[config.mk]
export PLATFORM = sky130hd
export DESIGN_NAME = sdram_cmd_tracker
export DESIGN_NICKNAME = d
export VERILOG_FILES = /design/src/rtl/sdct_pkg.sv /design/src/rtl/sdct_ctrl.sv /design/src/rtl/sdct_bank.sv /design/src/rtl/sdram_cmd_tracker.sv
export SDC_FILE = /design/constraint.sdc
export NUM_CORES = 1
export LEC_CHECK = 0
export BUFFER_PORTS_ARGS = -buffer_cell sky130_fd_sc_hd__buf_2
export CORE_UTILIZATION = 45
export CTS_BUF_LIST = sky130_fd_sc_hd__clkbuf_8
export CTS_CLUSTER_SIZE = 30
export DETAILED_ROUTE_END_ITERATION = 10
export PLACE_DENSITY = 0.73
export SETUP_SLACK_MARGIN = 0.05
export SYNTH_ARGS = -nofsm -noshare
export SYNTH_HDL_FRONTEND = slang
export SYNTH_SLANG_ARGS = --single-unit
[constraint.sdc]
create_clock -name clk -period 6.2 [get_ports clk]
set_input_delay 0.62 -clock clk [delete_from_list [all_inputs] [get_ports clk]]
set_output_delay 0.62 -clock clk [all_outputs]
set_load 0.03 [all_outputs]
[src/rtl/sdct_pkg.sv]
package sdct_pkg;

  typedef enum logic [3:0] {
    CMD_INHIBIT = 4'd0,
    CMD_NOP     = 4'd1,
    CMD_ACTIVE  = 4'd2,
    CMD_READ    = 4'd3,
    CMD_WRITE   = 4'd4,
    CMD_BSTOP   = 4'd5,
    CMD_PRECH   = 4'd6,
    CMD_AREF    = 4'd7,
    CMD_SREF    = 4'd8,
    CMD_MODE    = 4'd9
  } cmd_e;

  typedef enum logic [2:0] {
    ERR_NONE     = 3'd0,
    ERR_ROW      = 3'd1,
    ERR_IDLE     = 3'd2,
    ERR_REFOPEN  = 3'd3,
    ERR_MODEBUSY = 3'd4,
    ERR_MRD      = 3'd5
  } err_e;

  // Strobes from control to the bank datapath (one cycle, combinational)
  typedef struct packed {
    logic openStb;   // open row in selected bank
    logic accessStb; // read/write to selected open bank
    logic apReq;     // access asks for auto-precharge
    logic closeOne;  // precharge selected bank
    logic closeAll;  // precharge every bank
    logic modeLoad;  // capture op-code
  } strobe_t;

endpackage

[src/rtl/sdct_ctrl.sv]
module sdct_ctrl
  import sdct_pkg::*;
#(
  parameter int NUM_BANKS = 4,
  parameter int BA_W      = 2,
  parameter int ADDR_W    = 12,
  parameter int AP_BIT    = 10,
  parameter int TMRD      = 2
) (
  input  logic                          clk,
  input  logic                          rstN,
  input  logic                          csN,
  input  logic                          rasN,
  input  logic                          casN,
  input  logic                          weN,
  input  logic                          cke,
  input  logic [BA_W-1:0]               ba,
  input  logic [ADDR_W-1:0]             addr,
  input  logic [NUM_BANKS-1:0]          bankOpen,
  input  logic [NUM_BANKS*ADDR_W-1:0]   openRows,
  output strobe_t                       strb,
  output logic [3:0]                    cmdCode,
  output logic                          errStb,
  output logic [2:0]                    errCause
);

  localparam int MRD_W = (TMRD > 1) ? $clog2(TMRD) : 1;

  logic [2:0]        pins;
  cmd_e              decCmd;
  err_e              cause;
  logic [MRD_W-1:0]  mrdCnt;
  logic              lockOn;
  logic              selOpen;
  logic [ADDR_W-1:0] selRow;

  assign pins    = {rasN, casN, weN};
  assign lockOn  = (mrdCnt != '0);
  assign selOpen = bankOpen[ba];
  assign selRow  = openRows[ba*ADDR_W +: ADDR_W];

  always_comb begin
    if (csN) decCmd = CMD_INHIBIT;
    else begin
      case (pins)
        3'b111:  decCmd = CMD_NOP;
        3'b011:  decCmd = CMD_ACTIVE;
        3'b101:  decCmd = CMD_READ;
        3'b100:  decCmd = CMD_WRITE;
        3'b110:  decCmd = CMD_BSTOP;
        3'b010:  decCmd = CMD_PRECH;
        3'b001:  decCmd = cke ? CMD_AREF : CMD_SREF;
        default: decCmd = CMD_MODE;
      endcase
    end
  end

  always_comb begin
    cause = ERR_NONE;
    strb  = '0;
    if (lockOn && decCmd != CMD_INHIBIT && decCmd != CMD_NOP) begin
      cause = ERR_MRD;
    end else begin
      case (decCmd)
        CMD_ACTIVE: begin
          if (!selOpen)              strb.openStb = 1'b1;
          else if (selRow != addr)   cause = ERR_ROW;
        end
        CMD_READ, CMD_WRITE: begin
          if (!selOpen) cause = ERR_IDLE;
          else begin
            strb.accessStb = 1'b1;
            strb.apReq     = addr[AP_BIT];
          end
        end
        CMD_PRECH: begin
          if (addr[AP_BIT]) strb.closeAll = 1'b1;
          else              strb.closeOne = 1'b1;
        end
        CMD_AREF, CMD_SREF: begin
          if (|bankOpen) cause = ERR_REFOPEN;
        end
        CMD_MODE: begin
          if (|bankOpen) cause = ERR_MODEBUSY;
          else           strb.modeLoad = 1'b1;
        end
        default: ;
      endcase
    end
  end

  always_ff @(posedge clk or negedge rstN) begin
    if (!rstN) begin
      cmdCode  <= 4'(CMD_INHIBIT);
      errStb   <= 1'b0;
      errCause <= 3'(ERR_NONE);
      mrdCnt   <= '0;
    end else begin
      cmdCode  <= 4'(decCmd);
      errStb   <= (cause != ERR_NONE);
      errCause <= 3'(cause);
      if (strb.modeLoad)  mrdCnt <= MRD_W'(TMRD - 1);
      else if (lockOn)    mrdCnt <= mrdCnt - 1'b1;
    end
  end


  mrd_lock_chk: assert property (@(posedge clk) disable iff (!rstN)
    (lockOn && !csN && pins != 3'b111) |=> (errStb && errCause == 3'(ERR_MRD)));


  mode_idle_chk: assert property (@(posedge clk) disable iff (!rstN)
    strb.modeLoad |-> (bankOpen == '0));


  refresh_open_chk: assert property (@(posedge clk) disable iff (!rstN)
    (!lockOn && !csN && pins == 3'b001 && |bankOpen) |=> (errCause == 3'(ERR_REFOPEN)));


  inhibit_quiet_chk: assert property (@(posedge clk) disable iff (!rstN)
    csN |=> (cmdCode == 4'(CMD_INHIBIT) && !errStb));

endmodule

[src/rtl/sdct_bank.sv]
module sdct_bank
  import sdct_pkg::*;
#(
  parameter int NUM_BANKS = 4,
  parameter int BA_W      = 2,
  parameter int ADDR_W    = 12,
  parameter int BURST_LEN = 4
) (
  input  logic                        clk,
  input  logic                        rstN,
  input  strobe_t                     strb,
  input  logic [BA_W-1:0]             ba,
  input  logic [ADDR_W-1:0]           addr,
  output logic [NUM_BANKS-1:0]        bankOpen,
  output logic [NUM_BANKS*ADDR_W-1:0] openRows,
  output logic [ADDR_W-1:0]           modeWord
);

  localparam int CNT_W = $clog2(BURST_LEN + 1);

  for (genvar g = 0; g < NUM_BANKS; g++) begin : g_bank
    logic              hit;
    logic              openQ;
    logic [ADDR_W-1:0] rowQ;
    logic [CNT_W-1:0]  apCnt;

    assign hit = (ba == BA_W'(g));

    always_ff @(posedge clk or negedge rstN) begin
      if (!rstN) begin
        openQ <= 1'b0;
        rowQ  <= '0;
        apCnt <= '0;
      end else if (strb.closeAll || (strb.closeOne && hit)) begin
        openQ <= 1'b0;
        apCnt <= '0;
      end else if (strb.openStb && hit) begin
        openQ <= 1'b1;
        rowQ  <= addr;
      end else if (strb.accessStb && hit) begin
        apCnt <= strb.apReq ? CNT_W'(BURST_LEN) : '0;
      end else if (apCnt == CNT_W'(1)) begin
        openQ <= 1'b0;
        apCnt <= '0;
      end else if (apCnt != '0) begin
        apCnt <= apCnt - 1'b1;
      end
    end

    assign bankOpen[g]                    = openQ;
    assign openRows[g*ADDR_W +: ADDR_W]   = rowQ;


    ap_pending_open_chk: assert property (@(posedge clk) disable iff (!rstN)
      (apCnt != '0) |-> openQ);
  end

  always_ff @(posedge clk or negedge rstN) begin
    if (!rstN)              modeWord <= '0;
    else if (strb.modeLoad) modeWord <= addr;
  end


  close_all_chk: assert property (@(posedge clk) disable iff (!rstN)
    strb.closeAll |=> (bankOpen == '0));


  open_idle_chk: assert property (@(posedge clk) disable iff (!rstN)
    strb.openStb |-> !bankOpen[ba]);


  access_open_chk: assert property (@(posedge clk) disable iff (!rstN)
    strb.accessStb |-> bankOpen[ba]);

endmodule

[src/rtl/sdram_cmd_tracker.sv]
module sdram_cmd_tracker
  import sdct_pkg::*;
#(
  parameter int NUM_BANKS = 4,
  parameter int ADDR_W    = 12,
  parameter int AP_BIT    = 10,
  parameter int TMRD      = 2,
  parameter int BURST_LEN = 4,
  localparam int BA_W     = $clog2(NUM_BANKS)
) (
  input  logic                        clk,
  input  logic                        rstN,
  input  logic                        csN,
  input  logic                        rasN,
  input  logic                        casN,
  input  logic                        weN,
  input  logic                        cke,
  input  logic [BA_W-1:0]             ba,
  input  logic [ADDR_W-1:0]           addr,
  output logic [3:0]                  cmdCode,
  output logic [NUM_BANKS-1:0]        bankOpen,
  output logic [NUM_BANKS*ADDR_W-1:0] openRows,
  output logic [ADDR_W-1:0]           modeWord,
  output logic                        errStb,
  output logic [2:0]                  errCause
);

  strobe_t strb;

  sdct_ctrl #(
    .NUM_BANKS(NUM_BANKS), .BA_W(BA_W), .ADDR_W(ADDR_W),
    .AP_BIT(AP_BIT), .TMRD(TMRD)
  ) ctrl_i (
    .clk(clk), .rstN(rstN), .csN(csN), .rasN(rasN), .casN(casN),
    .weN(weN), .cke(cke), .ba(ba), .addr(addr),
    .bankOpen(bankOpen), .openRows(openRows), .strb(strb),
    .cmdCode(cmdCode), .errStb(errStb), .errCause(errCause)
  );

  sdct_bank #(
    .NUM_BANKS(NUM_BANKS), .BA_W(BA_W), .ADDR_W(ADDR_W),
    .BURST_LEN(BURST_LEN)
  ) bank_i (
    .clk(clk), .rstN(rstN), .strb(strb), .ba(ba), .addr(addr),
    .bankOpen(bankOpen), .openRows(openRows), .modeWord(modeWord)
  );

endmodule

== Yosys cells after proc, flatten, opt, wreduce, memory -nomap -nowiden ==
Cells that the tools add are included.

* Bits in registers: 85
* Input port bits: 21
* Output and inout bits: 72
* Word-level logic and storage cells: 169

* Add/sub/neg operators: 5
* $mul: 1
* Magnitude comparators: 1
* Eq/ne operators: 31
* Shift-type cells: 1
* Multiplexer cells: 61
* Bitwise gates (word level): 4
* Reduce and logical (&&, ||, !) cells: 48

{| class="wikitable"
|+ Operator list
! kind !! number
|-
| $mux 3 || 23
|-
| $shiftx 48x7->12 || 1
|-
| $pmux 4 s7 || 1
|-
| $mux 1 || 27
|-
| $reduce_bool 3->1 || 9
|-
| $reduce_and 2->1 || 12
|-
| $reduce_bool 4->1 || 5
|-
| $eq 3x1->1 const B || 5
|-
| $logic_and 1x1->1 || 14
|-
| $eq 3x3->1 const B || 4
|-
| $eq 4x3->1 const B || 3
|-
| $ne 12x12->1 || 1
|-
| $ne 3x1->1 const B || 4
|-
| $pmux 3 s4 || 1
|-
| $sub 3x1->3 const B || 4
|-
| $mux 2 || 5
|-
| $eq 4x2->1 const B || 2
|-
| $eq 4x4->1 const B || 2
|-
| $mux 4 || 2
|-
| $ne 2x1->1 const B || 4
|-
| $eq 3x2->1 const B || 2
|-
| $mux 6 || 1
|-
| $eq 2x2->1 const B || 2
|-
| $logic_or 1x1->1 || 4
|-
| other kinds (10) || 14
|}

== Longest topological paths before layout ==
* Word-level depth: 11
* Gate-level depth with buffers: 8
* Depth with buffers taken out: 7

== Hierarchy ==
A second synthesis with hierarchy kept.

* Cell total of the unflattened synthesis: 427
* Area, all modules: 4367.9 sq um

{| class="wikitable"
|+ By module, submodules not included
! module !! times used !! cells an instance !! area an instance (sq um) !! seq. area each (sq um)
|-
| sdct_bank || 1 || 339 || 3420.8 || 1901.8
|-
| sdct_ctrl || 1 || 88 || 947.2 || 225.2
|}

== Least setup slack after synthesis ==
No wires, ideal clock.

* Kind: input port to flip-flop
* From: input port ba[0]
* To: register bank_i.g_bank[0].rowQ[0]
* Setup time: 0.125 ns
* Arrival: 2.362 ns
* Data required time: 6.075 ns
* Path slack: 3.713 ns
* Stages on the path: 6
* Path through: buf_6 > mux4_2 > buf_6 > nor4b_4 > buf_6 > mux2_2

* Longest elaborated chain between the ends: 7

{| class="wikitable"
|+ RTL lines
! what !! RTL line !! text
|-
| start: declaration || sdram_cmd_tracker.sv:18 || <nowiki>input logic [BA_W-1:0] ba,</nowiki>
|-
| $bmux 1 s2 || sdct_ctrl.sv:39 || <nowiki>assign selOpen = bankOpen[ba];</nowiki>
|-
| $mux 1 (implied by the code) || sdct_ctrl.sv:39 ||
|-
| $mux 1 || sdct_ctrl.sv:66 || <nowiki>if (!selOpen) strb.openStb = 1'b1;</nowiki>
|-
| $mux 1 || sdct_ctrl.sv:64 || <nowiki>case (decCmd)</nowiki>
|-
| $mux 6 || sdct_ctrl.sv:61 || <nowiki>if (lockOn && decCmd != CMD_INHIBIT && decCmd != CMD_NOP) begin</nowiki>
|-
| $logic_and 1x1->1 || sdct_bank.sv:37 || <nowiki>end else if (strb.openStb && hit) begin</nowiki>
|-
| $reduce_and 2->1 (no line) (*) || n/a ||
|-
| end signal: assignment || sdct_bank.sv:39 || <nowiki>rowQ <= addr;</nowiki>
|-
| end: declaration || sdct_bank.sv:24 || <nowiki>logic [ADDR_W-1:0] rowQ;</nowiki>
|}

Mark *: on every way between the ends. The rest lies on a longest branch, timed or not. The select of a mux whose other input is x is not followed.
A chain may end at the register's enable or synchronous reset.

== Worst setup path in the final report ==
* From: input port ba[0]
* To: register bank_i.g_bank[0].rowQ[10]

The elaborated chain is that of the path after synthesis.

==> results.md <==
| Stage | Item | This run |
|:---|:---|:---|
| sta | RSZ-0062 raised after global routing | false |
| pwr | Leakage dissipation | 2.58 nW |
| sta | Final hold slack | 194 ps |
| place | Pre-CTS worst setup slack | 2830 ps |
| pwr | Pwr Density | 412 nW/um^2 |
| setup path | Biggest cell delay along the critical path | 1010 ps |
| setup path | Crit path capture type | flip-flop |
| pwr | Proportion of total power due to net switching | 42.7% |
| pwr | IR Drop Worst-Case VDD | 0.000274 V |
| die | DIE HEIGHT | 102 um |
| logic synthesis | EDFF count, synth | 0 |
| sta | Shortest period the worst path allows | 3020 ps |
| sta | Setup TNS | 0 ps |
| finish | Highest-count cells in the layout ignoring fill and taps | sky130_fd_sc_hd__nand2_1, sky130_fd_sc_hd__buf_2, sky130_fd_sc_hd__dfrtp_1 |
| status | Outcome | complete, no violations |
| die | Core Box Area | 9420 um^2 |
| setup path | Path type of the worst setup path | input pin to flip-flop |
| sta | Worst slew margin | 24.6% |
| clock network | Number of clock sinks seen by CTS | 85 |
| place | Port Buffer Count | 92 |
| die | Chip Width | 102 um |
| detailed routing | Initial DRC Count | 243 |
| logic synthesis | Mean instance size in the synthesized netlist | 10.4 um^2 |
| setup path | Critical path's top delay family | multiplexers |
| logic synthesis | Share of async-settable or async-resettable flops after synthesis | 100% |
| logic synthesis | Post-Syn Area | 4460 um^2 |
| grt | Initial antenna violation count | 0 |
| setup path | Number of cells on the critical path | 4 |
| finish | Syn-to-layout area delta | 15.7% |
| sta | Count of endpoints failing setup in the final report | 0 |
| setup path | Slowest cell on the critical path | sky130_fd_sc_hd__nor4b_4 |
| logic synthesis | Most used DFF post-synth | sky130_fd_sc_hd__dfrtp_1 |
| detailed routing | Routed met3 length | 758 um |
| place | Total placed instance area | 4970 um^2 |
| logic synthesis | Number of distinct library cells after synthesis | 53 |
| sta | Tightest Pin Transition | 1130 ps |
| finish | Number of nets at the end of the flow | 544 |
| pwr | Cell internal pwr | 1.22 mW |
| die | Number of standard-cell rows in the floorplan | 35 |
| setup path | Signal arrival time at the worst endpoint | 3250 ps |
| setup path | WP data required | 6430 ps |
| setup path | Critical path, cell by cell | buf_2 > mux4_2 > nor4b_4 > mux2_2 |
| clock network | # Post-CTS Setup Buffers | 0 |
| place | RD Place Congestion | 0.847 |
| pwr | Combinational fraction of design power | 43.3% |
| die | Die Outline Area | 10,300 um^2 |
| grt | Overflow after GRT | 0 |
| die | Starting utilization of the core area | 47.3% |
| setup path | Buf/Inv on CP | 1 |
| detailed routing | Met2 wirelength from detailed routing | 5.37 mm |
| detailed routing | Highest routing layer actually used | met4 |
| die | Number of placed I/O pins | 93 |
| grt | Pin count of the biggest net entering global routing | 55 |
| finish | Diodes inserted | 0 |
| min path | Type of the worst min-delay path | input pin to async pin |
| clock network | Num CTS Buffers | 9 |
| setup path | Worst reg2reg path depth | 3 |
| logic synthesis | Register area share after synthesis | 47.7% |
| flow run | Max cap viols | 0 |
| clock network | Clock transition at path regs | 90 ps |
| clock network | Max clock buf depth | 2 |
| sta | Fin Clk Skew | 11.5 ps |
| grt | Global-route wire length before repair | 18.1 mm |
| logic synthesis | Mapped Nets | 461 |
| sta | Hold violation total from the final report | 0 |
| clock network | Post-cts repair resize count | 0 |
| detailed routing | Routed WL | 11.0 mm |
| finish | Fraction of final layout cells sized beyond drive strength 1 | 30.0% |
| clock network | # H-tree levels | 3 |
| setup path | Startpoint type of the worst setup path | input pin |
| sta | Achievable Freq | 332 MHz |
| sta | Number of slew-limit violations in the final report | 0 |
| sta | Worst setup margin | 3180 ps |
| place | DP Wirelength | 7.81 mm |
| detailed routing | Total number of vias | 3,622 |
| detailed routing | Antenna Violating Nets Remaining | 0 |
| detailed routing | Average vias per placed instance | 5.62 |
| logic synthesis | Synthesis-stage register bit count | 85 |
| detailed routing | Initial DRT Pass Iterations | 4 |
| pwr | Power spent charging and discharging nets | 0.908 mW |
| pwr | Part of the power in registers | 39.5% |
| pwr | Clock group share of total power | 17.2% |
| setup path | Largest driver fanout on the critical path | 19 |
| logic synthesis | Yosys warning total | 0 |
| grt | GRT Total Usage | 22.9% |
| detailed routing | Detailed-route wire length per cell | 17.0 um |
| logic synthesis | Gate count of the mapped netlist | 428 |
| clock network | Clock tree from TritonCTS | done |
| grt | Vias in the first global route | 3,574 |
| finish | Area of all placed cells without fillers | 5150 um^2 |
| clock network | Clock latency on the worst-skew pair | 360 ps |
| clock network | Root cell of the clock tree | sky130_fd_sc_hd__clkbuf_8 |
| detailed routing | DRC errors left | 0 |
| finish | Most frequent standard cell in the layout excluding fill and tap cells | sky130_fd_sc_hd__nand2_1 |
| clock network | Hold bufs inserted after CTS | 0 |
| finish | Utilization after layout | 54.8% |
| detailed routing | Post-Route M1 WL | 4.73 mm |
| sta | Final period util | 48.6% |
## metal layers
| metal | GRT usage [%] | vias up |
|---|---|---|
| met3 | 4.35 | 10 |
| met4 | 5.91 | 0 |
| met2 | 37.1 | 141 |
| li1 | - | 1659 |
| met1 | 31.8 | 1812 |
| met5 | 0 | - |
## worst reg2reg max path: cells and delay by family, from the launching register on
| kind | cells | cell delay [ps] |
|---|---|---|
| flops | 1 | 470 |
| simple gates | 1 | 1010 |
| mux | 2 | 1100 |
## logic make-up after synthesis
group	Yosys count	synth area share, %
AND/OR/NAND/NOR	180	19.2
flip-flops	85	47.7
AO/OA/AOI/OAI	59	9.16
buffers and inverters	40	4.44
multiplexers	40	13.7
XOR/XNOR	12	2.36
adder cells (fa/ha/maj)	12	3.37
## final cells by class
class                   instances  area [um^2]
flip-flops and latches         85         2130
clock buffers                   9          124
multi-input cells             303         2140
inverters                      17         63.8
clock inverters                 7         57.6
well taps                     129          161
fillers                       831         4260
repair buffers                 95          485
## cell usage after synthesis (3+ instances only)
| cell type | count | area share [%] |
|---|---|---|
| sky130_fd_sc_hd__mux4_1 | 4 | 2.4 |
| sky130_fd_sc_hd__a21oi_1 | 6 | 0.67 |
| sky130_fd_sc_hd__clkbuf_1 | 7 | 0.59 |
| sky130_fd_sc_hd__nor2_1 | 18 | 1.5 |
| sky130_fd_sc_hd__xnor2_1 | 12 | 2.4 |
| sky130_fd_sc_hd__mux2_2 | 26 | 6.6 |
| sky130_fd_sc_hd__nand3_1 | 3 | 0.34 |
| sky130_fd_sc_hd__dfrtp_1 | 85 | 48 |
| sky130_fd_sc_hd__buf_6 | 3 | 0.76 |
| sky130_fd_sc_hd__a211oi_1 | 3 | 0.51 |
| sky130_fd_sc_hd__nand4_1 | 3 | 0.42 |
| sky130_fd_sc_hd__nor2b_1 | 4 | 0.56 |
| sky130_fd_sc_hd__ha_1 | 12 | 3.4 |
| sky130_fd_sc_hd__or4_1 | 3 | 0.51 |
| sky130_fd_sc_hd__inv_1 | 17 | 1.4 |
| sky130_fd_sc_hd__a31oi_1 | 8 | 1.1 |
| sky130_fd_sc_hd__mux4_2 | 9 | 4.5 |
| sky130_fd_sc_hd__a21o_1 | 3 | 0.51 |
| sky130_fd_sc_hd__o211ai_1 | 5 | 0.84 |
| sky130_fd_sc_hd__nand2b_1 | 3 | 0.42 |
| sky130_fd_sc_hd__buf_4 | 4 | 0.67 |
| sky130_fd_sc_hd__and2_1 | 3 | 0.42 |
| sky130_fd_sc_hd__o31ai_1 | 3 | 0.51 |
| sky130_fd_sc_hd__nand2_1 | 119 | 10 |
| sky130_fd_sc_hd__o21ai_0 | 13 | 1.5 |
| sky130_fd_sc_hd__nor3_1 | 6 | 0.67 |
| sky130_fd_sc_hd__a31o_2 | 3 | 0.59 |
| sky130_fd_sc_hd__buf_2 | 8 | 0.90 |
| sky130_fd_sc_hd__nor4b_1 | 3 | 0.59 |
## through the flow
step                instances  total power, mW
floorplan                 428             1.51
global placement          629             1.72
detailed placement        629             1.77
CTS                       645             2.13
global route              645             2.26
finish                    645             2.12
## final timing paths
check | slack, ps | end | startpoint
min reg2reg | 510 | bank_i.g_bank[2].rowQ[8] | bank_i.g_bank[2].rowQ[8]
min | 190 | ctrl_i.cmdCode[2] | rstN
min in group clk | 480 | ctrl_i.cmdCode[3] | cke
max reg2reg | 3510 | bank_i.g_bank[0].rowQ[10] | bank_i.g_bank[3].openQ
max in group asynchronous | 4990 | bank_i.g_bank[2].rowQ[9] | rstN
max | 3180 | bank_i.g_bank[0].rowQ[10] | ba[0]
## registers in the layout, summed over array words and instances (netlist names)
signal and flops:
bank_i.g_bank.rowQ 48, bank_i.g_bank.apCnt 12, bank_i.modeWord 12, bank_i.g_bank.openQ 4, ctrl_i.cmdCode 4, ctrl_i.errCause 3
ctrl_i.errStb 1, ctrl_i.lockOn 1
## power groups by stage
stage          registers [mW]  clock network (mW)  logic, mW
2_1_floorplan            1.05                   0      0.452
3_3_place_gp            0.841                   0      0.882
3_5_place_dp            0.847                   0      0.922
4_1_cts                 0.838               0.374      0.923
5_1_grt                 0.861               0.395       1.00
6_report                0.840               0.365      0.919
(Power assumes the default switching activity.)
